<file path="src/rtl/cam_bus_pkg.sv">
package cam_bus_pkg;
  localparam int unsigned WORD_W        = 16;
  localparam int unsigned ADDR_FLAG_BIT = 11;
  localparam int unsigned CLS_LSB       = 8;
  localparam int unsigned CLS_W         = 3;
  localparam int unsigned TGT_W         = 3;
  localparam int unsigned RES_W         = 2;

  typedef enum logic [CLS_W-1:0] {
    CLS_PLAIN = 3'd0,
    CLS_TEMP  = 3'd1,
    CLS_PSRC  = 3'd2,
    CLS_PDST  = 3'd3
  } cls_e;

  typedef enum logic [TGT_W-1:0] {
    TGT_ADDR = 3'd0,
    TGT_CTRL = 3'd1,
    TGT_PAGE = 3'd2,
    TGT_SEG  = 3'd3,
    TGT_DSEL = 3'd4,
    TGT_NFA  = 3'd5,
    TGT_PS   = 3'd6,
    TGT_PD   = 3'd7
  } tgt_e;

  typedef enum logic [RES_W-1:0] {
    RES_CMP   = 2'd0,
    RES_MSK1  = 2'd1,
    RES_MSK2  = 2'd2,
    RES_ARRAY = 2'd3
  } res_e;

  // register bank slots; command targets 0..4 map one to one
  localparam int unsigned REG_ADDR = 0;
  localparam int unsigned REG_CTRL = 1;
  localparam int unsigned REG_PAGE = 2;
  localparam int unsigned REG_SEG  = 3;
  localparam int unsigned REG_DSEL = 4;
  localparam int unsigned REG_CMP  = 5;
  localparam int unsigned REG_MSK1 = 6;
  localparam int unsigned REG_MSK2 = 7;
  localparam int unsigned NUM_REGS = 8;
  localparam int unsigned NUM_CMD_REGS = 5;

  typedef struct packed {
    logic cmd_wr;
    logic cmd_rd;
    logic dat_wr;
    logic dat_rd;
  } cyc_t;
endpackage

</file>
<file path="src/rtl/cam_cycle_decode.sv">
module cam_cycle_decode
  import cam_bus_pkg::*;
#(
  parameter int unsigned DW = WORD_W
) (
  input  logic          en_ni,
  input  logic          cd_i,
  input  logic          wr_ni,
  input  logic [DW-1:0] page_i,
  input  logic [DW-1:0] dsel_i,
  output cyc_t          cyc_o,
  output logic          rd_ok_o,
  output logic          wr_ok_o
);
  localparam logic [DW-1:0] BCAST = '1;

  logic act;

  always_comb begin
    act           = !en_ni;
    cyc_o.cmd_wr  = act && !cd_i && !wr_ni;
    cyc_o.cmd_rd  = act && !cd_i &&  wr_ni;
    cyc_o.dat_wr  = act &&  cd_i && !wr_ni;
    cyc_o.dat_rd  = act &&  cd_i &&  wr_ni;
    rd_ok_o       = (dsel_i == page_i);
    wr_ok_o       = rd_ok_o || (dsel_i == BCAST);
  end
endmodule

</file>
<file path="src/rtl/cam_cmd_seq.sv">
module cam_cmd_seq
  import cam_bus_pkg::*;
#(
  parameter int unsigned DW = WORD_W
) (
  input  logic                    clk_i,
  input  logic                    rst_ni,
  input  cyc_t                    cyc_i,
  input  logic                    rd_ok_i,
  input  logic                    wr_ok_i,
  input  logic [DW-1:0]           data_i,
  output logic                    instr_ld_o,
  output logic [NUM_CMD_REGS-1:0] reg_we_o,
  output logic                    tco_v_o,
  output tgt_e                    tgt_o,
  output logic                    hi_o,
  output res_e                    ps_o,
  output res_e                    pd_o,
  output logic [DW-1:0]           ps_instr_o,
  output logic [DW-1:0]           pd_instr_o
);
  logic          tco_q, addr_q, hi_q;
  tgt_e          tgt_q;
  res_e          ps_q, pd_q;
  logic [DW-1:0] psi_q, pdi_q;

  cls_e in_cls;
  tgt_e in_tgt;
  res_e in_res;
  logic dsel_instr, tgt_is_reg, tgt_ld, addr_ld, lo_rd;

  always_comb begin
    in_cls     = cls_e'(data_i[CLS_LSB +: CLS_W]);
    in_tgt     = tgt_e'(data_i[TGT_W-1:0]);
    in_res     = res_e'(data_i[RES_W-1:0]);
    dsel_instr = (in_cls == CLS_TEMP) && (in_tgt == TGT_DSEL);
    tgt_is_reg = (tgt_q <= TGT_DSEL);
    // device-select path stays open while deselected
    instr_ld_o = cyc_i.cmd_wr && !tco_q && !addr_q && (wr_ok_i || dsel_instr);
    addr_ld    = cyc_i.cmd_wr && !tco_q && addr_q && wr_ok_i;
    tgt_ld     = cyc_i.cmd_wr && tco_q && tgt_is_reg &&
                 (wr_ok_i || (tgt_q == TGT_DSEL));
    lo_rd      = cyc_i.cmd_rd && rd_ok_i && !tco_q && !hi_q;
    for (int k = 0; k < NUM_CMD_REGS; k++) begin
      reg_we_o[k] = tgt_ld && (int'(tgt_q) == k);
    end
    reg_we_o[REG_ADDR] = reg_we_o[REG_ADDR] || addr_ld;
  end

  always_ff @(posedge clk_i or negedge rst_ni) begin
    if (!rst_ni) begin
      tco_q  <= 1'b0;
      tgt_q  <= TGT_ADDR;
      addr_q <= 1'b0;
      hi_q   <= 1'b0;
      ps_q   <= RES_CMP;
      pd_q   <= RES_CMP;
      psi_q  <= '0;
      pdi_q  <= '0;
    end else begin
      hi_q   <= lo_rd;
      addr_q <= instr_ld_o && data_i[ADDR_FLAG_BIT] && (in_cls != CLS_TEMP);
      if (instr_ld_o && in_cls == CLS_TEMP) begin
        tco_q <= 1'b1;
        tgt_q <= in_tgt;
      end else if (cyc_i.cmd_wr || cyc_i.cmd_rd) begin
        tco_q <= 1'b0;
      end
      if (instr_ld_o && in_cls == CLS_PSRC) begin
        ps_q  <= in_res;
        psi_q <= data_i;
      end
      if (instr_ld_o && in_cls == CLS_PDST) begin
        pd_q  <= in_res;
        pdi_q <= data_i;
      end
    end
  end

  assign tco_v_o    = tco_q;
  assign tgt_o      = tgt_q;
  assign hi_o       = hi_q;
  assign ps_o       = ps_q;
  assign pd_o       = pd_q;
  assign ps_instr_o = psi_q;
  assign pd_instr_o = pdi_q;
endmodule

</file>
<file path="src/rtl/cam_reg_bank.sv">
module cam_reg_bank
  import cam_bus_pkg::*;
#(
  parameter int unsigned DW = WORD_W,
  parameter int unsigned N  = NUM_REGS
) (
  input  logic                 clk_i,
  input  logic                 rst_ni,
  input  logic [N-1:0]         we_i,
  input  logic [DW-1:0]        wdata_i,
  output logic [N-1:0][DW-1:0] q_o
);
  logic [DW-1:0] q [N];

  for (genvar g = 0; g < N; g++) begin : g_reg
    always_ff @(posedge clk_i or negedge rst_ni) begin
      if (!rst_ni)       q[g] <= '0;
      else if (we_i[g])  q[g] <= wdata_i;
    end
    assign q_o[g] = q[g];
  end
endmodule

</file>
<file path="src/rtl/cam_host_if.sv">
module cam_host_if
  import cam_bus_pkg::*;
#(
  parameter int unsigned DW = WORD_W,
  localparam int unsigned SW = 2 * DW
) (
  input  logic          clk_i,
  input  logic          rst_ni,
  input  logic          en_ni,
  input  logic          cd_i,
  input  logic          wr_ni,
  input  logic [DW-1:0] data_i,
  output logic [DW-1:0] data_o,
  output logic          data_oe_o,
  input  logic [SW-1:0] status_i,
  input  logic [DW-1:0] nfa_i,
  input  logic [DW-1:0] mem_rdata_i,
  output logic          instr_stb_o,
  output logic          mem_wr_o,
  output logic          mem_rd_o,
  output logic [DW-1:0] addr_o,
  output logic [DW-1:0] ctrl_o,
  output logic [DW-1:0] page_o,
  output logic [DW-1:0] seg_o,
  output logic [DW-1:0] dev_sel_o,
  output logic [DW-1:0] cmp_o,
  output logic [DW-1:0] mask1_o,
  output logic [DW-1:0] mask2_o
);
  cyc_t                        cyc;
  logic                        rd_ok, wr_ok, tco_v, hi;
  tgt_e                        tgt;
  res_e                        ps, pd;
  logic [DW-1:0]               ps_instr, pd_instr, rd_word;
  logic [NUM_CMD_REGS-1:0]     cmd_we;
  logic [NUM_REGS-1:0]         we;
  logic [NUM_REGS-1:0][DW-1:0] regs;

  cam_cycle_decode #(.DW(DW)) u_dec (
    .en_ni   (en_ni),
    .cd_i    (cd_i),
    .wr_ni   (wr_ni),
    .page_i  (regs[REG_PAGE]),
    .dsel_i  (regs[REG_DSEL]),
    .cyc_o   (cyc),
    .rd_ok_o (rd_ok),
    .wr_ok_o (wr_ok)
  );

  cam_cmd_seq #(.DW(DW)) u_seq (
    .clk_i      (clk_i),
    .rst_ni     (rst_ni),
    .cyc_i      (cyc),
    .rd_ok_i    (rd_ok),
    .wr_ok_i    (wr_ok),
    .data_i     (data_i),
    .instr_ld_o (instr_stb_o),
    .reg_we_o   (cmd_we),
    .tco_v_o    (tco_v),
    .tgt_o      (tgt),
    .hi_o       (hi),
    .ps_o       (ps),
    .pd_o       (pd),
    .ps_instr_o (ps_instr),
    .pd_instr_o (pd_instr)
  );

  // data-side write enables follow the persistent destination
  always_comb begin
    we                       = '0;
    we[NUM_CMD_REGS-1:0]     = cmd_we;
    we[REG_CMP]              = cyc.dat_wr && wr_ok && (pd == RES_CMP);
    we[REG_MSK1]             = cyc.dat_wr && wr_ok && (pd == RES_MSK1);
    we[REG_MSK2]             = cyc.dat_wr && wr_ok && (pd == RES_MSK2);
    mem_wr_o                 = cyc.dat_wr && wr_ok && (pd == RES_ARRAY);
    mem_rd_o                 = cyc.dat_rd && rd_ok && (ps == RES_ARRAY);
  end

  cam_reg_bank #(.DW(DW), .N(NUM_REGS)) u_regs (
    .clk_i   (clk_i),
    .rst_ni  (rst_ni),
    .we_i    (we),
    .wdata_i (data_i),
    .q_o     (regs)
  );

  always_comb begin
    rd_word = '0;
    if (cyc.cmd_rd) begin
      if (tco_v) begin
        case (tgt)
          TGT_NFA: rd_word = nfa_i;
          TGT_PS:  rd_word = ps_instr;
          TGT_PD:  rd_word = pd_instr;
          default: rd_word = regs[tgt];
        endcase
      end else begin
        rd_word = hi ? status_i[SW-1:DW] : status_i[DW-1:0];
      end
    end else if (cyc.dat_rd) begin
      case (ps)
        RES_CMP:  rd_word = regs[REG_CMP];
        RES_MSK1: rd_word = regs[REG_MSK1];
        RES_MSK2: rd_word = regs[REG_MSK2];
        default:  rd_word = mem_rdata_i;
      endcase
    end
  end

  assign data_oe_o = (cyc.cmd_rd || cyc.dat_rd) && rd_ok;
  assign data_o    = data_oe_o ? rd_word : '0;

  assign addr_o    = regs[REG_ADDR];
  assign ctrl_o    = regs[REG_CTRL];
  assign page_o    = regs[REG_PAGE];
  assign seg_o     = regs[REG_SEG];
  assign dev_sel_o = regs[REG_DSEL];
  assign cmp_o     = regs[REG_CMP];
  assign mask1_o   = regs[REG_MSK1];
  assign mask2_o   = regs[REG_MSK2];
endmodule

</file>
<file path="config.mk">
export PLATFORM = sky130hd
export DESIGN_NAME = cam_host_if
export DESIGN_NICKNAME = d
export VERILOG_FILES = /design/src/rtl/cam_bus_pkg.sv /design/src/rtl/cam_cycle_decode.sv /design/src/rtl/cam_cmd_seq.sv /design/src/rtl/cam_reg_bank.sv /design/src/rtl/cam_host_if.sv
export SDC_FILE = /design/constraint.sdc
export NUM_CORES = 1
export LEC_CHECK = 0
export ABC_CLOCK_PERIOD_IN_PS = 7000
export BUFFER_PORTS_ARGS = -buffer_cell sky130_fd_sc_hd__buf_2
export CAP_MARGIN = 15
export CELL_PAD_IN_SITES_DETAIL_PLACEMENT = 0
export CELL_PAD_IN_SITES_GLOBAL_PLACEMENT = 1
export CORE_AREA = 2 2 184 114
export CTS_BUF_LIST = sky130_fd_sc_hd__clkbuf_4 sky130_fd_sc_hd__clkbuf_8 sky130_fd_sc_hd__clkbuf_16
export CTS_CLUSTER_SIZE = 16
export DETAILED_ROUTE_END_ITERATION = 16
export DIE_AREA = 0 0 186 116
export GPL_TIMING_DRIVEN = 0
export PLACE_DENSITY_LB_ADDON = 0.3
export SLEW_MARGIN = 10
export SYNTH_ARGS = -nofsm -noshare
export SYNTH_HDL_FRONTEND = slang
export SYNTH_HIERARCHICAL = 1
export SYNTH_SLANG_ARGS = --single-unit
export TNS_END_PERCENT = 20
</file>
<file path="constraint.sdc">
create_clock -name clk_i -period 7 [get_ports clk_i]
set_input_delay 0.35 -clock clk_i [delete_from_list [all_inputs] [get_ports clk_i]]
set_output_delay 0.35 -clock clk_i [all_outputs]
set_load 0.005 [all_outputs]
</file>
==> run summary, run 1 <==
Inserted Diodes - 0
GRT Util Overall - 0.267
Mapped cell area - 9170 µm²
First-pass GRT wire length - 41300 µm
Full die area - 21600 µm²
Clock Tree Buf Depth - 2
VDD IR max - 0.000209 V
Clock tree root buffer cell - clkbuf_16
Ys async rst share - 1.00
Post-Syn Instances - 652
Peak Freq - 243 MHz
GPL Wtd Cong - 0.853
Die X - 186 µm
Number of global-route vias before repair - 6478
Slew @ Worst Pin - 820 ps
Final hold violation count - 0
Skew final - 11.5 ps
Fill cells - 1680
Setup repair bufs after CTS - 0
Share of cells above drive strength 1 - 0.559
Net Sw Frac - 0.325
Post-Place Cells - 1158
Drt pass-1 iters - 5
Setup TNS - 0 ps
# IOs - 233
Synth-to-Final Area Change - 23.8%
Crit path required time - 6650 ps
Detailed Place HPWL - 20800 µm
Vias per Instance - 5.61
Setup violators final - 0
Reg power frac - 0.379
Post-synth cell types - 53
Nets - 990
Status - complete, no violations
Main flop type after synthesis - dfrtp_1
Post_cts resized - 0
Largest net degree at the start of global routing - 98
Initial antenna violation count - 0
WS Path Type - flip-flop to output pin
Max-slew headroom - 0.449
Int Power - 2.49 mW
Logic pwr share - 0.345
Number of enable flip-flop cells after synthesis - 0
Post-synth top area cell - dfrtp_1
Final antenna-violating net count - 0
Sw power - 1.20 mW
Clock sink total - 166
Grt ovf - 0
Later-pin clock latency in the skew report - 430 ps
Static leakage - 5.45 nW
CP startpoint kind - flip-flop
Synth Net Count - 737
Final std cells w/o fill - 1191
Cell Pwr Density - 325 nW/µm²
Clock power share - 0.276
Clock-pin slew on the worst setup and hold paths - 70 ps
Tcrit/Tclk final - 0.589
Slew Viols, Final - 0
Vias - 6686
DR WL/cell - 23.9 µm
RSZ-0062 raised after global routing - no
Min Tclk post-route - 4120 ps
Final routed DRC violation total - 0
# Max-Cap Violations - 0
CTS tree - yes
Commonest cells post-synth - dfrtp_1, mux2_2, mux2_4
FF+latch count, synth - 166
Reg2Reg Setup Slack - 3490 ps
TritonCTS buffer count - 17
Crit path DAT - 3770 ps
Port Buffers - 232
Post-synthesis sequential area ratio - 0.453
Synth top area share - 0.453
Crit end category - output pin
Worst min path class - primary input to flip-flop
Core footprint - 19800 µm²
Final wirelength - 28400 µm
Drt first-iter violations - 497
Top-count cell post-synth - dfrtp_1
Synth Warn # - 6
Synth top area cells - dfrtp_1, mux2_4, mux2_2
Die Y - 116 µm
Hold Buf Count CTS - 1
Critical path peak fanout - 10
CTS H-tree lvls - 4
FP Rows - 40
Initial core utilization - 0.464
Avg Cell Area, Syn - 14.1 µm²
final cells by class:
| cell class | count | area, µm² | share of cell area |
|---|---|---|---|
| Tap cell | 273 | 342 | 0.0301 |
| Multi-Input combinational cell | 430 | 4520 | 0.398 |
| Sequential cell | 166 | 4150 | 0.366 |
| Inverter | 3 | 11.3 | 0.000992 |
| Clock inverter | 13 | 180 | 0.0159 |
| Buffer | 53 | 489 | 0.0431 |
| Clock buffer | 19 | 453 | 0.0399 |
| Timing Repair Buffer | 234 | 1210 | 0.106 |
flip-flops by register name, indices dropped and copies added, names as in the netlist, 3 cells and up:
signal,flops
u_regs/q_o,128
u_seq/pd_instr_o,15
u_seq/ps_instr_o,15
u_seq/tgt_o,3
logic make-up after synthesis:
kind of cell	Yosys count	share of synthesized area
buf+inv	56	0.0546
mux	264	0.368
xor+xnor	16	0.0153
compound gates	73	0.0569
simple gates	77	0.0523
flops	166	0.453
metrics by stage:
step | instance area (µm²) | setup WS, ps | util | hold slack, ps | total power, mW
2_1_floorplan | 9170 | 4450 | - | 54.4 | 2.15
3_3_place_gp | 10700 | 2880 | 0.540 | 413 | 2.65
4_1_cts | 11400 | 2840 | 0.574 | 226 | 3.70
3_5_place_dp | 10700 | 3300 | 0.542 | 349 | 2.68
6_report | 11400 | 2880 | 0.574 | 232 | 3.69
5_1_grt | 11400 | 2580 | 0.574 | 265 | 3.87
critical path: stages (launching register included):
cell	delay, ps
dfrtp_1	470
xnor2_1	280
nand4_1	190
nor4_2	750
and3_1	250
clkbuf_1	290
clkbuf_1	450
a22oi_1	190
a22oi_1	280
buf_2	190
final timing paths:
kind	from	end	cells after the start
worst max-delay path	u_regs/q_o[70]$_DFFE_PN0P_	data_o[14]	9
worst min-delay path	cd_i	u_seq/hi_o$_DFF_PN0_	4
worst max register to register	u_regs/q_o[70]$_DFFE_PN0P_	u_seq/ps_instr_o[14]$_DFFE_PN0P_	9
worst min register to register	u_seq/hi_o$_DFF_PN0_	u_seq/hi_o$_DFF_PN0_	1
max in group asynchronous	rst_ni	u_regs/q_o[54]$_DFFE_PN0P_	3
min in group asynchronous	rst_ni	u_regs/q_o[97]$_DFFE_PN0P_	2
layout by cell type (no fill, tap or decap), drive strengths merged, types with 2 or more instances in the layout:
cell type	count
nor3b	8
nor2	20
nand3	2
and3b	2
o221a	14
and2b	2
dfrtp	166
buf	271
or2	2
a32o	2
nand2b	2
and2	2
clkbuf	34
nor3	7
nand2	7
nor4	3
nand4	9
bufinv	3
inv	11
a21oi	19
mux2	186
mux2i	62
and3	2
xnor2	16
o21ai	15
clkinv	2
mux4	16
a22oi	16
power groups by stage:
| stage | clock network (mW) | logic (mW) | registers, mW |
|---|---|---|---|
| final | 1.02 | 1.27 | 1.40 |
| after global routing | 1.08 | 1.37 | 1.43 |
| after CTS | 1.03 | 1.28 | 1.39 |
| after detailed placement | 0 | 1.27 | 1.41 |
| after global placement | 0 | 1.25 | 1.40 |
| after floorplan | 0 | 0.785 | 1.37 |
per-layer routing:
layer  share of wire  track usage  vias to the layer above
met5               0            0                        -
met4          0.0087       0.0488                        0
met3           0.094       0.0795                       23
met2            0.42        0.385                      284
met1            0.48        0.399                     3415
li1                -            -                     2964
No activity file was read; power rests on OpenSTA's default activity.
==> run 2, diff against run 1 <==
--- a/config.mk
+++ b/config.mk
@@ -5,16 +5,16 @@
 export SDC_FILE = /design/constraint.sdc
 export NUM_CORES = 1
 export LEC_CHECK = 0
-export ABC_CLOCK_PERIOD_IN_PS = 7000
+export ABC_CLOCK_PERIOD_IN_PS = 4100
 export BUFFER_PORTS_ARGS = -buffer_cell sky130_fd_sc_hd__buf_2
 export CAP_MARGIN = 15
 export CELL_PAD_IN_SITES_DETAIL_PLACEMENT = 0
 export CELL_PAD_IN_SITES_GLOBAL_PLACEMENT = 1
-export CORE_AREA = 2 2 184 114
+export CORE_AREA = 2 2 192 119
 export CTS_BUF_LIST = sky130_fd_sc_hd__clkbuf_4 sky130_fd_sc_hd__clkbuf_8 sky130_fd_sc_hd__clkbuf_16
 export CTS_CLUSTER_SIZE = 16
 export DETAILED_ROUTE_END_ITERATION = 16
-export DIE_AREA = 0 0 186 116
+export DIE_AREA = 0 0 194 121
 export GPL_TIMING_DRIVEN = 0
 export PLACE_DENSITY_LB_ADDON = 0.3
 export SLEW_MARGIN = 10
==> constraint.sdc (replaced) <==
create_clock -name clk_i -period 4.1 [get_ports clk_i]
set_input_delay 0.205 -clock clk_i [delete_from_list [all_inputs] [get_ports clk_i]]
set_output_delay 0.205 -clock clk_i [all_outputs]
set_load 0.005 [all_outputs]
==> run summary, run 2 (same netlist as run 1, synthesis figures left out) <==
Post-Place Cells - 1171
Final antenna-violating net count - 0
Pre-CTS WS - 499 ps
Worst min path class - primary input to flip-flop
Crit end category - output pin
Status - complete, no violations
Die X - 194 µm
Crit path DAT - 3660 ps
# Max-Cap Violations - 0
Share of cells above drive strength 1 - 0.559
Vias per Instance - 5.46
Setup violators final - 0
Peak Freq - 259 MHz
Inserted Diodes - 0
Slew @ Worst Pin - 788 ps
Crit path required time - 3890 ps
Static leakage - 5.43 nW
Tcrit/Tclk final - 0.942
Synth-to-Final Area Change - 23.7%
Max-slew headroom - 0.471
Slew Viols, Final - 0
Critical path peak fanout - 10
Drt first-iter violations - 509
Number of global-route vias before repair - 6695
Commonest non-fill, non-tap cells in the layout - buf_2, dfrtp_1, mux2_2
Grt ovf - 0
Clock sink total - 166
Initial core utilization - 0.424
Largest net degree at the start of global routing - 96
# IOs - 233
VDD IR max - 0.000313 V
Nets - 990
Cell Pwr Density - 551 nW/µm²
Clock Tree Buf Depth - 2
Vias - 6578
Initial antenna violation count - 0
TritonCTS buffer count - 17
RSZ-0062 raised after global routing - no
WS Path Type - flip-flop to output pin
Clock-pin slew on the worst setup and hold paths - 70 ps
Clock tree root buffer cell - clkbuf_16
Commonest non-fill, non-tap cell in the layout - buf_2
GPL Wtd Cong - 0.845
Final wirelength - 29300 µm
Final std cells w/o fill - 1204
Skew final - 8.90 ps
Drt pass-1 iters - 5
Setup TNS - 0 ps
Final routed DRC violation total - 0
Later-pin clock latency in the skew report - 430 ps
Core footprint - 21700 µm²
Min Tclk post-route - 3860 ps
DR WL/cell - 24.3 µm
Final worst slack - 238 ps
Max reg flops - 128
FP Rows - 42
Detailed Place HPWL - 21700 µm
CTS tree - yes
GRT Util Overall - 0.256
Die Y - 121 µm
Core Util, Final - 0.524
Full die area - 23500 µm²
First-pass GRT wire length - 44000 µm
CTS H-tree lvls - 4
CP startpoint kind - flip-flop
Final hold violation count - 0
Port Buffers - 232
## run 2: through the flow
step,hold slack (ps),power (mW),instance area [µm²]
after global placement,413,4.55,10700
after detailed placement,217,4.60,10700
after floorplan,-90.6,3.68,9170
after global routing,90.2,6.57,11300
final,86.3,6.25,11300
after CTS,65.3,6.27,11300
## run 2: worst max-delay path, cell delays in order (launching register included)
cell	delay, ps
dfrtp_1	460
xnor2_1	280
nand4_1	250
nor4_4	600
nand2_1	120
nor2_1	430
clkbuf_1	470
a22oi_1	170
a21oi_1	270
buf_2	160
## run 2: worst paths after layout
path	slack, ps	cells after the start	start	end
max	240	9	u_regs/q_o[70]$_DFFE_PN0P_	data_o[3]
min reg2reg	440	1	u_seq/hi_o$_DFF_PN0_	u_seq/hi_o$_DFF_PN0_
max reg2reg	670	9	u_regs/q_o[70]$_DFFE_PN0P_	u_seq/ps_instr_o[7]$_DFFE_PN0P_
max in group asynchronous	2860	3	rst_ni	u_regs/q_o[3]$_DFFE_PN0P_
min in group asynchronous	330	2	rst_ni	u_regs/q_o[112]$_DFFE_PN0P_
min	90	4	en_ni	u_seq/hi_o$_DFF_PN0_
## run 2: final cells by class
class                           count  area (µm²)
Multi-Input combinational cell    430        4530
Clock buffer                       19         447
Clock inverter                     13         155
Tap cell                          286         358
Inverter                            3        11.3
Fill cell                        1981       10300
Timing Repair Buffer              234        1210
Buffer                             53         489
Sequential cell                   166        4150
## run 2: timing repair
action,4_1_cts,5_1_grt
gates resized for setup,0,1
buffers inserted,0,0
hold buffers,1,0
setup endpoints to repair,0,11
endpoints found under the hold margin,71,0
## run 2: power by group
part           internal (mW)  switching, mW
Sequential              2.04          0.346
Clock                  0.978          0.686
Combinational           1.21          0.997
## run 2: routing by layer
metal / routed length [µm] / vias up / global-route usage
li1: - / 2949 / -
met1: 14800 / 3379 / 0.398
met2: 12300 / 235 / 0.362
met3: 1960 / 15 / 0.0573
met4: 212 / 0 / 0.0540
met5: 0 / - / 0
